**src/rtl/timer_pkg.sv**
```systemverilog
package timer_pkg;

  localparam int unsigned DATA_W = 32;

  // bus offsets
  localparam int unsigned OFS_DATA = 'h0;
  localparam int unsigned OFS_WIN  = 'h4;

  // internal indices
  localparam logic [31:0] IDX_CTRL  = 32'h00;
  localparam logic [31:0] IDX_CMP   = 32'h08;
  localparam logic [31:0] IDX_CLR   = 32'h0C;
  localparam logic [31:0] IDX_MASK  = 32'h30;

  // control word field positions
  localparam int unsigned CTL_EN_BIT  = 0;
  localparam int unsigned CTL_DIV_LO  = 8;
  localparam int unsigned CTL_DIV_W   = 3;

  // strobes from control to datapath
  typedef struct packed {
    logic                 cntEnable;
    logic [CTL_DIV_W-1:0] divSel;
    logic                 flagClear;
  } tmrStrobe_t;

endpackage

```
**src/rtl/timer_ctrl.sv**
```systemverilog
module timer_ctrl
  import timer_pkg::*;
#(
  parameter int unsigned ADDR_W  = 4,
  parameter int unsigned NUM_CPU = 4,
  parameter int unsigned CNT_W   = 32
) (
  input  logic                clk,
  input  logic                rstN,
  input  logic                busSel,
  input  logic                busWrite,
  input  logic [ADDR_W-1:0]   busAddr,
  input  logic [DATA_W-1:0]   busWdata,
  output logic [DATA_W-1:0]   busRdata,
  output tmrStrobe_t          strobe,
  output logic [CNT_W-1:0]    cmpValue,
  output logic [NUM_CPU-1:0]  cpuMask,
  output logic [DATA_W-1:0]   curIndex
);

  localparam logic [ADDR_W-1:0] ADDR_DATA = ADDR_W'(OFS_DATA);
  localparam logic [ADDR_W-1:0] ADDR_WIN  = ADDR_W'(OFS_WIN);

  logic [DATA_W-1:0]    indexReg;
  logic                 enableReg;
  logic [CTL_DIV_W-1:0] divReg;
  logic [NUM_CPU-1:0]   maskReg;
  logic [CNT_W-1:0]     cmpReg;

  logic winWr, dataWr, dataRd;
  logic hitCtrl, hitCmp, hitClr, hitMask;
  logic unusedWdata;

  assign unusedWdata = ^busWdata;

  assign winWr  = busSel && busWrite  && (busAddr == ADDR_WIN);
  assign dataWr = busSel && busWrite  && (busAddr == ADDR_DATA);
  assign dataRd = busSel && !busWrite && (busAddr == ADDR_DATA);

  assign hitCtrl = (indexReg == IDX_CTRL);
  assign hitCmp  = (indexReg == IDX_CMP);
  assign hitClr  = (indexReg == IDX_CLR);
  assign hitMask = (indexReg == IDX_MASK);

  always_ff @(posedge clk or negedge rstN) begin
    if (!rstN) begin
      indexReg <= '0;
    end else if (winWr) begin
      indexReg <= busWdata;
    end
  end

  always_ff @(posedge clk or negedge rstN) begin
    if (!rstN) begin
      enableReg <= 1'b0;
      divReg    <= '0;
    end else if (dataWr && hitCtrl) begin
      enableReg <= busWdata[CTL_EN_BIT];
      divReg    <= busWdata[CTL_DIV_LO +: CTL_DIV_W];
    end
  end

  always_ff @(posedge clk or negedge rstN) begin
    if (!rstN) begin
      cmpReg <= '0;
    end else if (dataWr && hitCmp) begin
      cmpReg <= busWdata[CNT_W-1:0];
    end
  end

  always_ff @(posedge clk or negedge rstN) begin
    if (!rstN) begin
      maskReg <= '0;
    end else if (dataWr && hitMask) begin
      maskReg <= busWdata[NUM_CPU-1:0];
    end
  end

  // read mux, combinational
  always_comb begin
    busRdata = '0;
    if (busSel && !busWrite && (busAddr == ADDR_WIN)) begin
      busRdata = indexReg;
    end else if (dataRd) begin
      if (hitCtrl) begin
        busRdata[CTL_EN_BIT]                  = enableReg;
        busRdata[CTL_DIV_LO +: CTL_DIV_W]     = divReg;
      end else if (hitCmp) begin
        busRdata[CNT_W-1:0] = cmpReg;
      end else if (hitMask) begin
        busRdata[NUM_CPU-1:0] = maskReg;
      end
    end
  end

  always_comb begin
    strobe.cntEnable = enableReg;
    strobe.divSel    = divReg;
    strobe.flagClear = dataWr && hitClr && busWdata[0];
  end

  assign cmpValue = cmpReg;
  assign cpuMask  = maskReg;
  assign curIndex = indexReg;

endmodule

```
**src/rtl/timer_datapath.sv**
```systemverilog
module timer_datapath
  import timer_pkg::*;
#(
  parameter int unsigned NUM_CPU = 4,
  parameter int unsigned CNT_W   = 32,
  parameter int unsigned MAX_DIV = 4
) (
  input  logic               clk,
  input  logic               rstN,
  input  tmrStrobe_t         strobe,
  input  logic [CNT_W-1:0]   cmpValue,
  input  logic [NUM_CPU-1:0] cpuMask,
  output logic [CNT_W-1:0]   count,
  output logic               stepHit,
  output logic [NUM_CPU-1:0] irq
);

  localparam int unsigned PRE_W = (MAX_DIV > 1) ? $clog2(MAX_DIV) : 1;

  logic [PRE_W-1:0] prescale;
  logic [PRE_W-1:0] divLimit;
  logic             tick;
  logic [CNT_W-1:0] nextCount;
  logic             matchFlag;

  // one-hot select; anything else falls back to divide by 1
  always_comb begin
    unique case (strobe.divSel)
      3'b001:  divLimit = PRE_W'(0);
      3'b010:  divLimit = PRE_W'(1);
      3'b100:  divLimit = PRE_W'(3);
      default: divLimit = PRE_W'(0);
    endcase
  end

  assign tick      = strobe.cntEnable && (prescale == divLimit);
  assign nextCount = count + CNT_W'(1);
  assign stepHit   = tick && (nextCount == cmpValue);

  always_ff @(posedge clk or negedge rstN) begin
    if (!rstN) begin
      prescale <= '0;
    end else if (!strobe.cntEnable || tick) begin
      prescale <= '0;
    end else begin
      prescale <= prescale + PRE_W'(1);
    end
  end

  always_ff @(posedge clk or negedge rstN) begin
    if (!rstN) begin
      count <= '0;
    end else if (tick) begin
      count <= nextCount;
    end
  end

  // setting wins over a clear on the same edge
  always_ff @(posedge clk or negedge rstN) begin
    if (!rstN) begin
      matchFlag <= 1'b0;
    end else if (stepHit) begin
      matchFlag <= 1'b1;
    end else if (strobe.flagClear) begin
      matchFlag <= 1'b0;
    end
  end

  for (genvar g = 0; g < NUM_CPU; g++) begin : g_irq
    assign irq[g] = matchFlag & cpuMask[g];
  end

endmodule

```
**src/rtl/idx_cpu_timer.sv**
```systemverilog
module idx_cpu_timer
  import timer_pkg::*;
#(
  parameter int unsigned ADDR_W  = 4,
  parameter int unsigned NUM_CPU = 4,
  parameter int unsigned CNT_W   = 32
) (
  input  logic               clk,
  input  logic               rstN,
  input  logic               busSel,
  input  logic               busWrite,
  input  logic [ADDR_W-1:0]  busAddr,
  input  logic [31:0]        busWdata,
  output logic [31:0]        busRdata,
  output logic [NUM_CPU-1:0] irq
);

  tmrStrobe_t         strobe;
  logic [CNT_W-1:0]   cmpValue;
  logic [NUM_CPU-1:0] cpuMask;
  logic [31:0]        curIndex;
  logic [CNT_W-1:0]   count;
  logic               stepHit;

  timer_ctrl #(
    .ADDR_W (ADDR_W),
    .NUM_CPU(NUM_CPU),
    .CNT_W  (CNT_W)
  ) u_ctrl (
    .clk     (clk),
    .rstN    (rstN),
    .busSel  (busSel),
    .busWrite(busWrite),
    .busAddr (busAddr),
    .busWdata(busWdata),
    .busRdata(busRdata),
    .strobe  (strobe),
    .cmpValue(cmpValue),
    .cpuMask (cpuMask),
    .curIndex(curIndex)
  );

  timer_datapath #(
    .NUM_CPU(NUM_CPU),
    .CNT_W  (CNT_W),
    .MAX_DIV(4)
  ) u_dp (
    .clk     (clk),
    .rstN    (rstN),
    .strobe  (strobe),
    .cmpValue(cmpValue),
    .cpuMask (cpuMask),
    .count   (count),
    .stepHit (stepHit),
    .irq     (irq)
  );

endmodule

```
**config.mk**
```make
export PLATFORM = sky130hd
export DESIGN_NAME = idx_cpu_timer
export DESIGN_NICKNAME = d
export VERILOG_FILES = /design/src/rtl/timer_pkg.sv /design/src/rtl/timer_ctrl.sv /design/src/rtl/timer_datapath.sv /design/src/rtl/idx_cpu_timer.sv
export SDC_FILE = /design/constraint.sdc
export NUM_CORES = 1
export LEC_CHECK = 0
export BUFFER_PORTS_ARGS = -buffer_cell sky130_fd_sc_hd__buf_4
export CORE_ASPECT_RATIO = 0.8
export CORE_MARGIN = 2
export CORE_UTILIZATION = 30
export CTS_BUF_LIST = sky130_fd_sc_hd__clkbuf_4 sky130_fd_sc_hd__clkbuf_8
export CTS_CLUSTER_DIAMETER = 40
export DETAILED_ROUTE_END_ITERATION = 8
export PLACE_DENSITY_LB_ADDON = 0.25
export RECOVER_POWER = 25
export SLEW_MARGIN = 10
export SYNTH_ARGS = -nofsm -noshare
export SYNTH_HDL_FRONTEND = slang
export SYNTH_HIERARCHICAL = 1
export SYNTH_SLANG_ARGS = --single-unit
```
**constraint.sdc**
```tcl
create_clock -name clk -period 2.46 [get_ports clk]
set_input_delay 0.246 -clock clk [delete_from_list [all_inputs] [get_ports clk]]
set_output_delay 0.246 -clock clk [all_outputs]
set_load 0.005 [all_outputs]
```
==> flow_summary.yaml, run 1 <==
floorplanning:
  die-area_mm2: 0.02207
  die_y_um: 133.3
  pin_count: 76
  start_util_pct: 30.45
  die_x_um: 165.6
  num_rows: 47
  core_mm2: 0.02058
power_and_ir_drop:
  intPower_mw: 2.834
  power_mw: 3.975
  ir_drop_v: 0.0002608
  power.share.clock_pct: 31.9
  p_leak_nw: 3.662
  power.density_mw_per_mm2: 503.4
  switching_power_mw: 1.141
  combPwrFrac_pct: 16.1
  swShare_pct: 28.71
  p_seq_share_pct: 52.0
timing:
  final-hold-violation-count: 0
  layout_setup_ws_ns: -0.1317
  fin_crit_sh_pct: 105.4
  holdWs_ns: 0.06599
  layout_min_cycle_time_ns: 2.592
  setup_viol: 28
  maxSlewHeadroom_pct: -0.6342
  fin_skew_ns: 0.01403
  drv_slew: 53
  rsz0062_at_grt: "true"
  fmax_mhz: 385.9
  worst_slew_pin_slew_ns: 1.510
finish:
  drive_above_1_share_pct: 36.81
  area_delta_synth_final_pct: 25.99
  final_area_mm2: 0.007896
  antennaDiodeCount: 0
  finalNetCount: 726
worst_setup_path:
  crit_family: "buffers and inverters"
  worstReg2RegEnd: "u_dp/matchFlag"
  setup.worst_path.end_class: "output pin"
  crit_path_max_incr_delay_ns: 0.42
  path_class: "reg -> out"
  start_kind: "flip-flop"
  critical_path.slowest_cell: "dfrtp_1"
  rr_worst_depth: 8
  reg2reg_setup_slack_ns: 0.10
  crit_start: "u_ctrl/curIndex[23]"
  crit_required_ns: 2.21
  crit_buf_inv: 5
  cp_max_fo: 9
  cpMostUsedCell: "buf_4"
  path_cells: "nor4_4, buf_4, nand4_1, buf_4, nor3_4, buf_6, buf_12, a22o_1, buf_4"
  cp.arrival_ns: 2.35
  reg2reg_from: "u_dp/count[1]"
detailed_routing:
  viasPerCell: 5.306
  firstDrtPassIters: 5
  wl_um: 18490
  post-route-drc-count: 0
  num_vias: 5088
  ant_nets: 0
  drt-initial-drc-count: 383
  wl_per_cell_um: 19.28
global_route:
  gr-usage-all-layers_pct: 17.37
  grt_max_degree: 55
  grt_pass1_vias: 5260
  grt_overflow: 0
  grt_first_pass_wirelength_um: 29310
  antenna_found_initial: 0
place:
  io_buffer_count: 75
  place_congestion: 0.9273
  placed_cell_area_mm2: 0.007456
  dp_hpwl_um: 13890
  preCtsSetupSlack_ns: 0.06291
synthesis:
  syn-cell-area_mm2: 0.006267
  synth_cells: 561
  synth_fp_nets: 602
  ys_warn_count: 6
  syn_avg_cell_area_um2: 11.17
clocking:
  clock_latency_ns: 0.40
  root_buffer: "clkbuf_8"
  clock-sinks: 107
  cts_tree: "done"
  cts_buffer_depth: 2
  cts_inserted_buffers: 9
  h-tree-depth: 3
  cts.reportedPaths.clkPinSlew_ns: 0.11
min_path:
  hp-class: "in -> reg"
  min_to: "u_ctrl/cmpValue[19]"
  hold_start: "busWdata[19]"
  min_path_cells: 2
run:
  drv_cap: 1
status:
  outcome: "finished with violations"
  violations: "capacitance limit, slew limit, setup timing"
-- worst max path at each step --
| stage | to | slack [ns] | cells past startpoint |
|---|---|---|---|
| after floorplan | u_dp/matchFlag | 0.21 | 8 |
| after global placement | busRdata[12] | 0.11 | 7 |
| after global routing | busRdata[30] | -0.23 | 9 |
| final | busRdata[30] | -0.13 | 9 |
| after detailed placement | busRdata[11] | 0.06 | 7 |
| after CTS | busRdata[16] | -0.18 | 8 |
-- per-stage QoR --
step / util (%) / setup TNS [ns] / instances
final: 38.36 / -2.738 / 959
after global routing: 38.36 / -5.561 / 959
after floorplan: - / 0 / 561
after CTS: 37.99 / -4.817 / 956
after global placement: 36.22 / 0 / 930
after detailed placement: 36.22 / 0 / 930
-- layer usage --
layer	track usage, %	vias up	share of wire, %
met1	24.73	2577	47
li1	-	2321	-
met3	3.176	26	5.3
met5	0	-	0
met2	26.97	164	46
met4	4.981	0	1.7
-- flip-flops by register name (all words and copies together) (netlist names) --
register and cells:
u_dp/count 32, u_ctrl/curIndex 32, u_ctrl/cpuMask 4, u_ctrl/cmpValue 32, u_ctrl/enableReg 1, u_dp/prescale 2, u_dp/matchFlag 1, u_ctrl/divReg 3
-- power by group through the flow --
stage / Sequential [mW] / Clock [mW] / Combinational [mW]
after floorplan: 2.03 / 0 / 0.329
after global placement: 2.07 / 0 / 0.563
after detailed placement: 2.08 / 0 / 0.572
after CTS: 2.05 / 1.31 / 0.620
after global routing: 2.09 / 1.38 / 0.691
final: 2.07 / 1.27 / 0.640
-- area by class of cell --
| type | count | area (um2) |
|---|---|---|
| clock inverter | 7 | 110.1 |
| sequential | 107 | 2683 |
| inverter | 8 | 30.03 |
| fill | 2027 | 12690 |
| clock buffer | 9 | 123.9 |
| multi-input combinational | 417 | 3471 |
| tap | 269 | 336.6 |
| timing repair buffer | 142 | 1142 |
-- cells in the final DEF (no fill, tap or decap), types with 5 or more instances in the layout --
master,n
buf_6,5
dfrtp_1,103
mux2_1,18
and3_1,7
a21oi_1,6
nor4_2,6
clkbuf_8,9
nand3_1,22
nor3_1,11
nand2_1,31
mux2_2,54
nor2_1,32
buf_4,130
xor2_1,30
o21ai_0,5
nor4_4,8
inv_1,8
nand4_1,21
xnor2_1,43
nand2b_1,7
or3_1,6
o21a_1,5
a22o_1,26
and2_1,8
nor4_1,5
-- worst reg2reg max path: cells and delay by family, from the launching register on --
kind                     cells  cell delay (ns)
AND/OR/NAND/NOR              5             1.08
AO/OA/AOI/OAI                2             0.59
flip-flops                   1             0.44
adder cells (fa/ha/maj)      1             0.18
-- what timing repair did --
item	4_1_cts	5_1_grt
setup buffers	8	3
hold endpoints to repair	52	0
hold buffers	1	0
endpoints found under the setup margin	32	33
gates resized for setup	6	20
pin swaps	4	7
cloned	1	1
(Power assumes the default switching activity.)
==> inputs of run 2 (changes only) <==
- CORE_UTILIZATION: 30 -> 61
==> run 2 against run 1 <==
- the run ends with setup timing left
- sequential power about the same
- routed wire length down 9.8%
- sequential share of layout area up 1.7 points
- flip-flop and latch count unchanged
- count of clock-buffer cells in the layout up 1
- clock skew about the same
- power down 3.6%
- maximum frequency up 2.4%
- register-to-register slack about the same
- non-clock buffer count down 19
- via count down 1.6%
- critical path depth down 1
- critical path type unchanged
==> flow_summary.yaml, run 2 (synthesized netlist as in run 1, its figures left out) <==
finish:
  drive_above_1_share_pct: 34.43
  fillers: 695
  final_common_cell: "buf_4"
  antennaDiodeCount: 0
  fin_cells: 811
  area_delta_synth_final_pct: 19.94
  finalNetCount: 707
  multi_input_area_mm2: 0.003451
  seqCellArea_mm2: 0.002681
  final_cell_mix: "buf_4, dfrtp_1, mux2_2, xnor2_1, nor2_1"
power_and_ir_drop:
  p_seq_share_pct: 53.6
  swShare_pct: 28.83
  intPower_mw: 2.729
  switching_power_mw: 1.105
  combPwrFrac_pct: 15.3
  p_leak_nw: 3.549
  ir_drop_v: 0.0004172
  power.density_mw_per_mm2: 510.0
  power.share.clock_pct: 31.1
detailed_routing:
  viasPerCell: 6.175
  num_vias: 5008
  post-route-drc-count: 0
  wl_um: 16670
  firstDrtPassIters: 4
  drt-initial-drc-count: 455
  wl_per_cell_um: 20.55
  ant_nets: 0
floorplanning:
  die-area_mm2: 0.01111
  num_rows: 33
  start_util_pct: 61.95
  pin_count: 76
  die_y_um: 94.66
  die_x_um: 117.3
  core_mm2: 0.01012
clocking:
  cts_inserted_buffers: 9
  h-tree-depth: 3
  cts.reportedPaths.clkPinSlew_ns: 0.11
  clock-sinks: 107
  cts_tree: "done"
  clock_latency_ns: 0.38
  cts_buffer_depth: 2
  root_buffer: "clkbuf_8"
worst_setup_path:
  rr_worst_depth: 7
  reg2reg_from: "u_ctrl/curIndex[23]"
  setup.worst_path.end_class: "output pin"
  cp_max_fo: 6
  worstReg2RegEnd: "u_ctrl/cpuMask[1]"
  path_class: "reg -> out"
  crit_path_max_incr_delay_ns: 0.43
  start_kind: "flip-flop"
  crit_required_ns: 2.21
  crit_family: "buffers and inverters"
  crit_buf_inv: 4
  critical_path.slowest_cell: "dfrtp_1"
  cp.arrival_ns: 2.28
  reg2reg_setup_slack_ns: 0.09
  path_cells: "nor4_4, buf_4, nand4_1, buf_4, nor3_4, buf_4, a22o_1, buf_4"
  cpMostUsedCell: "buf_4"
  crit_start: "u_ctrl/curIndex[23]"
min_path:
  min_path_cells: 2
  min_to: "u_ctrl/cmpValue[27]"
  hold_start: "busWdata[27]"
  hp-class: "in -> reg"
timing:
  layout_min_cycle_time_ns: 2.530
  fmax_mhz: 395.2
  layout_setup_ws_ns: -0.07047
  worst_slew_pin_slew_ns: 1.456
  maxSlewHeadroom_pct: 2.912
  drv_slew: 0
  setup_viol: 29
  final-hold-violation-count: 0
  rsz0062_at_grt: "true"
  fin_skew_ns: 0.01446
  fin_setup_tns_ns: -0.9317
  holdWs_ns: 0.07495
  fin_crit_sh_pct: 102.9
status:
  violations: "setup timing"
  outcome: "finished with violations"
global_route:
  gr-usage-all-layers_pct: 30.61
  antenna_found_initial: 1
  grt_max_degree: 108
  grt_first_pass_wirelength_um: 26150
  grt_pass1_vias: 4847
  grt_overflow: 0
place:
  io_buffer_count: 75
  place_congestion: 0.9467
  preCtsSetupSlack_ns: 0.1040
  place_inst: 788
  dp_hpwl_um: 12510
run:
  drv_cap: 0
-- run 2: changes by cell type in the layout (fill, tap and decap cells not counted), sizes merged --
cell	previous run	this run
inv	10	11
buf	140	120
bufinv	2	1
clkbuf	10	12
clkinv	3	2
-- run 2: stage by stage --
stage	utilization, %	cell area (um2)	power [mW]
final	74.31	7517	3.834
after detailed placement	70.96	7178	2.603
after global placement	70.96	7178	2.580
after CTS	73.98	7483	3.835
after floorplan	-	6267	2.356
after global routing	74.31	7517	3.987
-- run 2: power groups by stage --
stage	sequential, mW	combinational [mW]	clock (mW)
after floorplan	2.03	0.329	0
after global placement	2.06	0.523	0
after detailed placement	2.07	0.536	0
after CTS	2.05	0.567	1.22
after global routing	2.07	0.628	1.29
final	2.05	0.586	1.19
-- run 2: worst max-delay path by stage --
stage	to	slack (ns)	depth (start not counted)
after floorplan	u_dp/matchFlag	0.21	8
after global placement	busRdata[12]	0.17	7
after detailed placement	u_dp/matchFlag	0.10	7
after CTS	busRdata[13]	-0.1	6
after global routing	busRdata[13]	-0.16	8
final	busRdata[13]	-0.07	8
-- run 2: repair_timing --
item	in CTS	in global routing
endpoints found under the setup margin	32	33
endpoints found under the hold margin	107	0
pin swaps	5	1
hold buffers	1	0
setup buffers	3	3
gates resized for setup	6	7
-- run 2: area by class of cell --
cell class	count	share of cell area [%]
repair buffers	123	12.65
inverters	8	0.3995
multi-input cells	417	45.91
clock buffers	10	1.831
flip-flops and latches	107	35.67
well taps	140	2.330
clock inverters	6	1.215
-- run 2: per-layer routing --
| layer | vias up | GRT usage [%] | part of all wire (%) |
|---|---|---|---|
| met4 | 0 | 6.928 | 1.2 |
| li1 | 2278 | - | - |
| met5 | - | 0 | 0 |
| met1 | 2484 | 44.58 | 46 |
| met3 | 19 | 6.099 | 7.9 |
| met2 | 227 | 47.76 | 45 |
==> inputs of run 3 (changes only) <==
--- a/config.mk
+++ b/config.mk
@@ -9,5 +9,5 @@
 export CORE_ASPECT_RATIO = 0.8
 export CORE_MARGIN = 2
-export CORE_UTILIZATION = 61
+export CORE_UTILIZATION = 60
 export CTS_BUF_LIST = sky130_fd_sc_hd__clkbuf_4 sky130_fd_sc_hd__clkbuf_8
 export CTS_CLUSTER_DIAMETER = 40
@@ -15,7 +15,6 @@
 export PLACE_DENSITY_LB_ADDON = 0.25
 export RECOVER_POWER = 25
-export SLEW_MARGIN = 10
+export SLEW_MARGIN = 15
 export SYNTH_ARGS = -nofsm -noshare
 export SYNTH_HDL_FRONTEND = slang
-export SYNTH_HIERARCHICAL = 1
 export SYNTH_SLANG_ARGS = --single-unit
==> constraint.sdc (replaced) <==
create_clock -name clk -period 2.46 [get_ports clk]
set_input_delay 0.369 -clock clk [delete_from_list [all_inputs] [get_ports clk]]
set_output_delay 0.369 -clock clk [all_outputs]
set_load 0.005 [all_outputs]
==> run 3 against run 2 <==
- the run ends with capacitance limit, slew limit, setup timing left
- clock power hardly changed
- combinational power up 2%
- sequential share of layout area decreased by 0.29 points
- core utilization rose by 3.7 points
- critical endpoint is now busRdata[25]
- largest power group unchanged
==> flow_summary.yaml, run 3 <==
status:
  outcome: "finished with violations"
  violations: "capacitance limit, slew limit, setup timing"
finish:
  post-route-util_pct: 78.04
  area_delta_synth_final_pct: 25.50
  final_cell_mix: "buf_4, dfrtp_1, mux2_2, xor2_1"
  fin_cells: 822
  finalNetCount: 722
  drive_above_1_share_pct: 37.17
  antennaDiodeCount: 0
  final_common_cell: "buf_4"
timing:
  fin_skew_ns: 0.01409
  layout_setup_ws_ns: -0.8407
  drv_slew: 32
  fin_crit_sh_pct: 134.2
  setup_viol: 63
  fmax_mhz: 303.0
  holdWs_ns: 0.1973
  worst_slew_pin_slew_ns: 1.738
  rsz0062_at_grt: "true"
  layout_min_cycle_time_ns: 3.301
  maxSlewHeadroom_pct: -15.88
  final-hold-violation-count: 0
synthesis:
  async_reset_ff_share_pct: 100.0
  synth_cells: 561
  synth_fp_nets: 602
  synth.distinct_cells: 65
  synth.top_cell.area_share_pct: 44.26
  synth_common_cells: "dfrtp_1, mux2_2, xor2_1"
  syn_avg_cell_area_um2: 10.78
  syn-cell-area_mm2: 0.006050
  synthTopCellsByArea: "dfrtp_1, mux2_2, mux2_1"
  yosys.area.top_type: "dfrtp_1"
  ys_seq_area_share_pct: 44.26
  yosys_register_bits: 107
  ys_warn_count: 0
  synth_edf_count: 0
  synth_most_common_cell: "dfrtp_1"
  synthFlopType: "dfrtp_1"
detailed_routing:
  firstDrtPassIters: 5
  wl_per_cell_um: 21.29
  num_vias: 5233
  wl_um: 17500
  viasPerCell: 6.366
  post-route-drc-count: 0
  ant_nets: 0
  drt-initial-drc-count: 502
worst_setup_path:
  path_cells: "nor4_4, buf_4, nand4_1, buf_4, or3_4, nor3_4, buf_12, buf_12, a22o_1, buf_4"
  crit_path_max_incr_delay_ns: 0.47
  start_kind: "flip-flop"
  setup.worst_path.end_class: "output pin"
  cpMostUsedCell: "buf_4"
  critical_path.slowest_cell: "dfrtp_2"
  crit_required_ns: 2.09
  cp.arrival_ns: 2.93
  cp_max_fo: 11
  crit_buf_inv: 5
  crit_family: "simple AND/OR/NAND/NOR gates"
  path_class: "reg -> out"
run:
  drv_cap: 1
power_and_ir_drop:
  ir_drop_v: 0.0004397
  switching_power_mw: 1.119
  power_mw: 3.825
  intPower_mw: 2.706
  swShare_pct: 29.25
  p_seq_share_pct: 53.7
  p_leak_nw: 3.592
  power.density_mw_per_mm2: 503.7
  power.share.clock_pct: 30.8
  combPwrFrac_pct: 15.6
global_route:
  grt_first_pass_wirelength_um: 26490
  busiest_layer: "met2"
  gr-usage-met1_pct: 46.64
  grt_overflow: 0
  gr-usage-all-layers_pct: 32.31
  antenna_found_initial: 0
  grt_max_degree: 53
  grt.met2_usage_pct: 46.95
  grt_pass1_vias: 4983
  use_met3_pct: 8.516
place:
  io_buffer_count: 75
  dp_hpwl_um: 12040
  place_inst: 798
  place_congestion: 0.9444
clocking:
  root_buffer: "clkbuf_8"
  clock-sinks: 107
  clock_latency_ns: 0.39
  cts_tree: "done"
  cts_buffer_depth: 2
  cts.reportedPaths.clkPinSlew_ns: 0.11
  h-tree-depth: 3
  cts_inserted_buffers: 9
floorplanning:
  die_x_um: 116.3
  num_rows: 32
  die_y_um: 93.81
  start_util_pct: 62.18
  core_mm2: 0.009729
  die-area_mm2: 0.01091
  pin_count: 76
min_path:
  hp-class: "in -> reg"
==> run 3: path summary, 6_finish.rpt <==
| path | from | to | slack, ns | cells past startpoint |
|---|---|---|---|---|
| worst min register to register | u_dp.count[31] | u_dp.count[31] | 0.51 | 1 |
| worst max-delay path | u_ctrl.curIndex[26] | busRdata[25] | -0.84 | 10 |
| max in group asynchronous | rstN | u_dp.count[2] | 0.16 | 3 |
| worst min-delay path | busWdata[18] | u_ctrl.cmpValue[18] | 0.20 | 2 |
| worst max register to register | u_ctrl.curIndex[26] | u_ctrl.cmpValue[21] | -0.15 | 8 |
| min in group asynchronous | rstN | u_ctrl.divReg[0] | 0.96 | 2 |
==> run 3: area by class of cell <==
cell class	count	area [um2]
Sequential cell	107	2686
Inverter	5	18.77
Clock buffer	10	131.4
Tap cell	136	170.2
Fill cell	570	2137
Clock inverter	6	80.08
Timing Repair Buffer	143	1141
Multi-Input combinational cell	415	3364
==> run 3: metal layers <==
layer,up-vias,wire [um]
met1,2581,7482
li1,2319,-
met2,292,7900
met5,-,0
met3,41,1742
met4,0,374
==> run 3: kinds of logic after synthesis <==
group	after synthesis	synth area share, %
mux	74	13.75
compound gates	85	10.49
simple gates	191	18.70
fa+ha+maj	1	0.2068
flops	107	44.26
xor+xnor	64	9.266
buf+inv	39	3.330
==> run 3: power by group through the flow <==
stage / logic [mW] / clock network, mW / registers, mW
finish: 0.595 / 1.18 / 2.05
CTS: 0.565 / 1.18 / 2.02
global placement: 0.500 / 0 / 2.03
detailed placement: 0.530 / 0 / 2.04
floorplan: 0.264 / 0 / 2.01
global route: 0.643 / 1.26 / 2.07
==> run 3: metrics by stage <==
stage | TNS, ns | cell area [um2] | setup WS, ns
after floorplan | 0 | 6050 | 0.07753
after detailed placement | -5.045 | 7088 | -0.1975
after CTS | -15.31 | 7422 | -0.5271
after global routing | -43.81 | 7592 | -0.9009
after global placement | -0.6485 | 7088 | -0.02968
final | -27.73 | 7592 | -0.8407
==> run 3: repair_timing <==
item                                   4_1_cts  5_1_grt
hold buffers                                 1        0
gates resized for setup                     26       28
setup endpoints to repair                   33       73
pin swaps                                   10       14
endpoints found under the hold margin       29        0
buffers inserted                             3        4
gates cloned                                 0        2
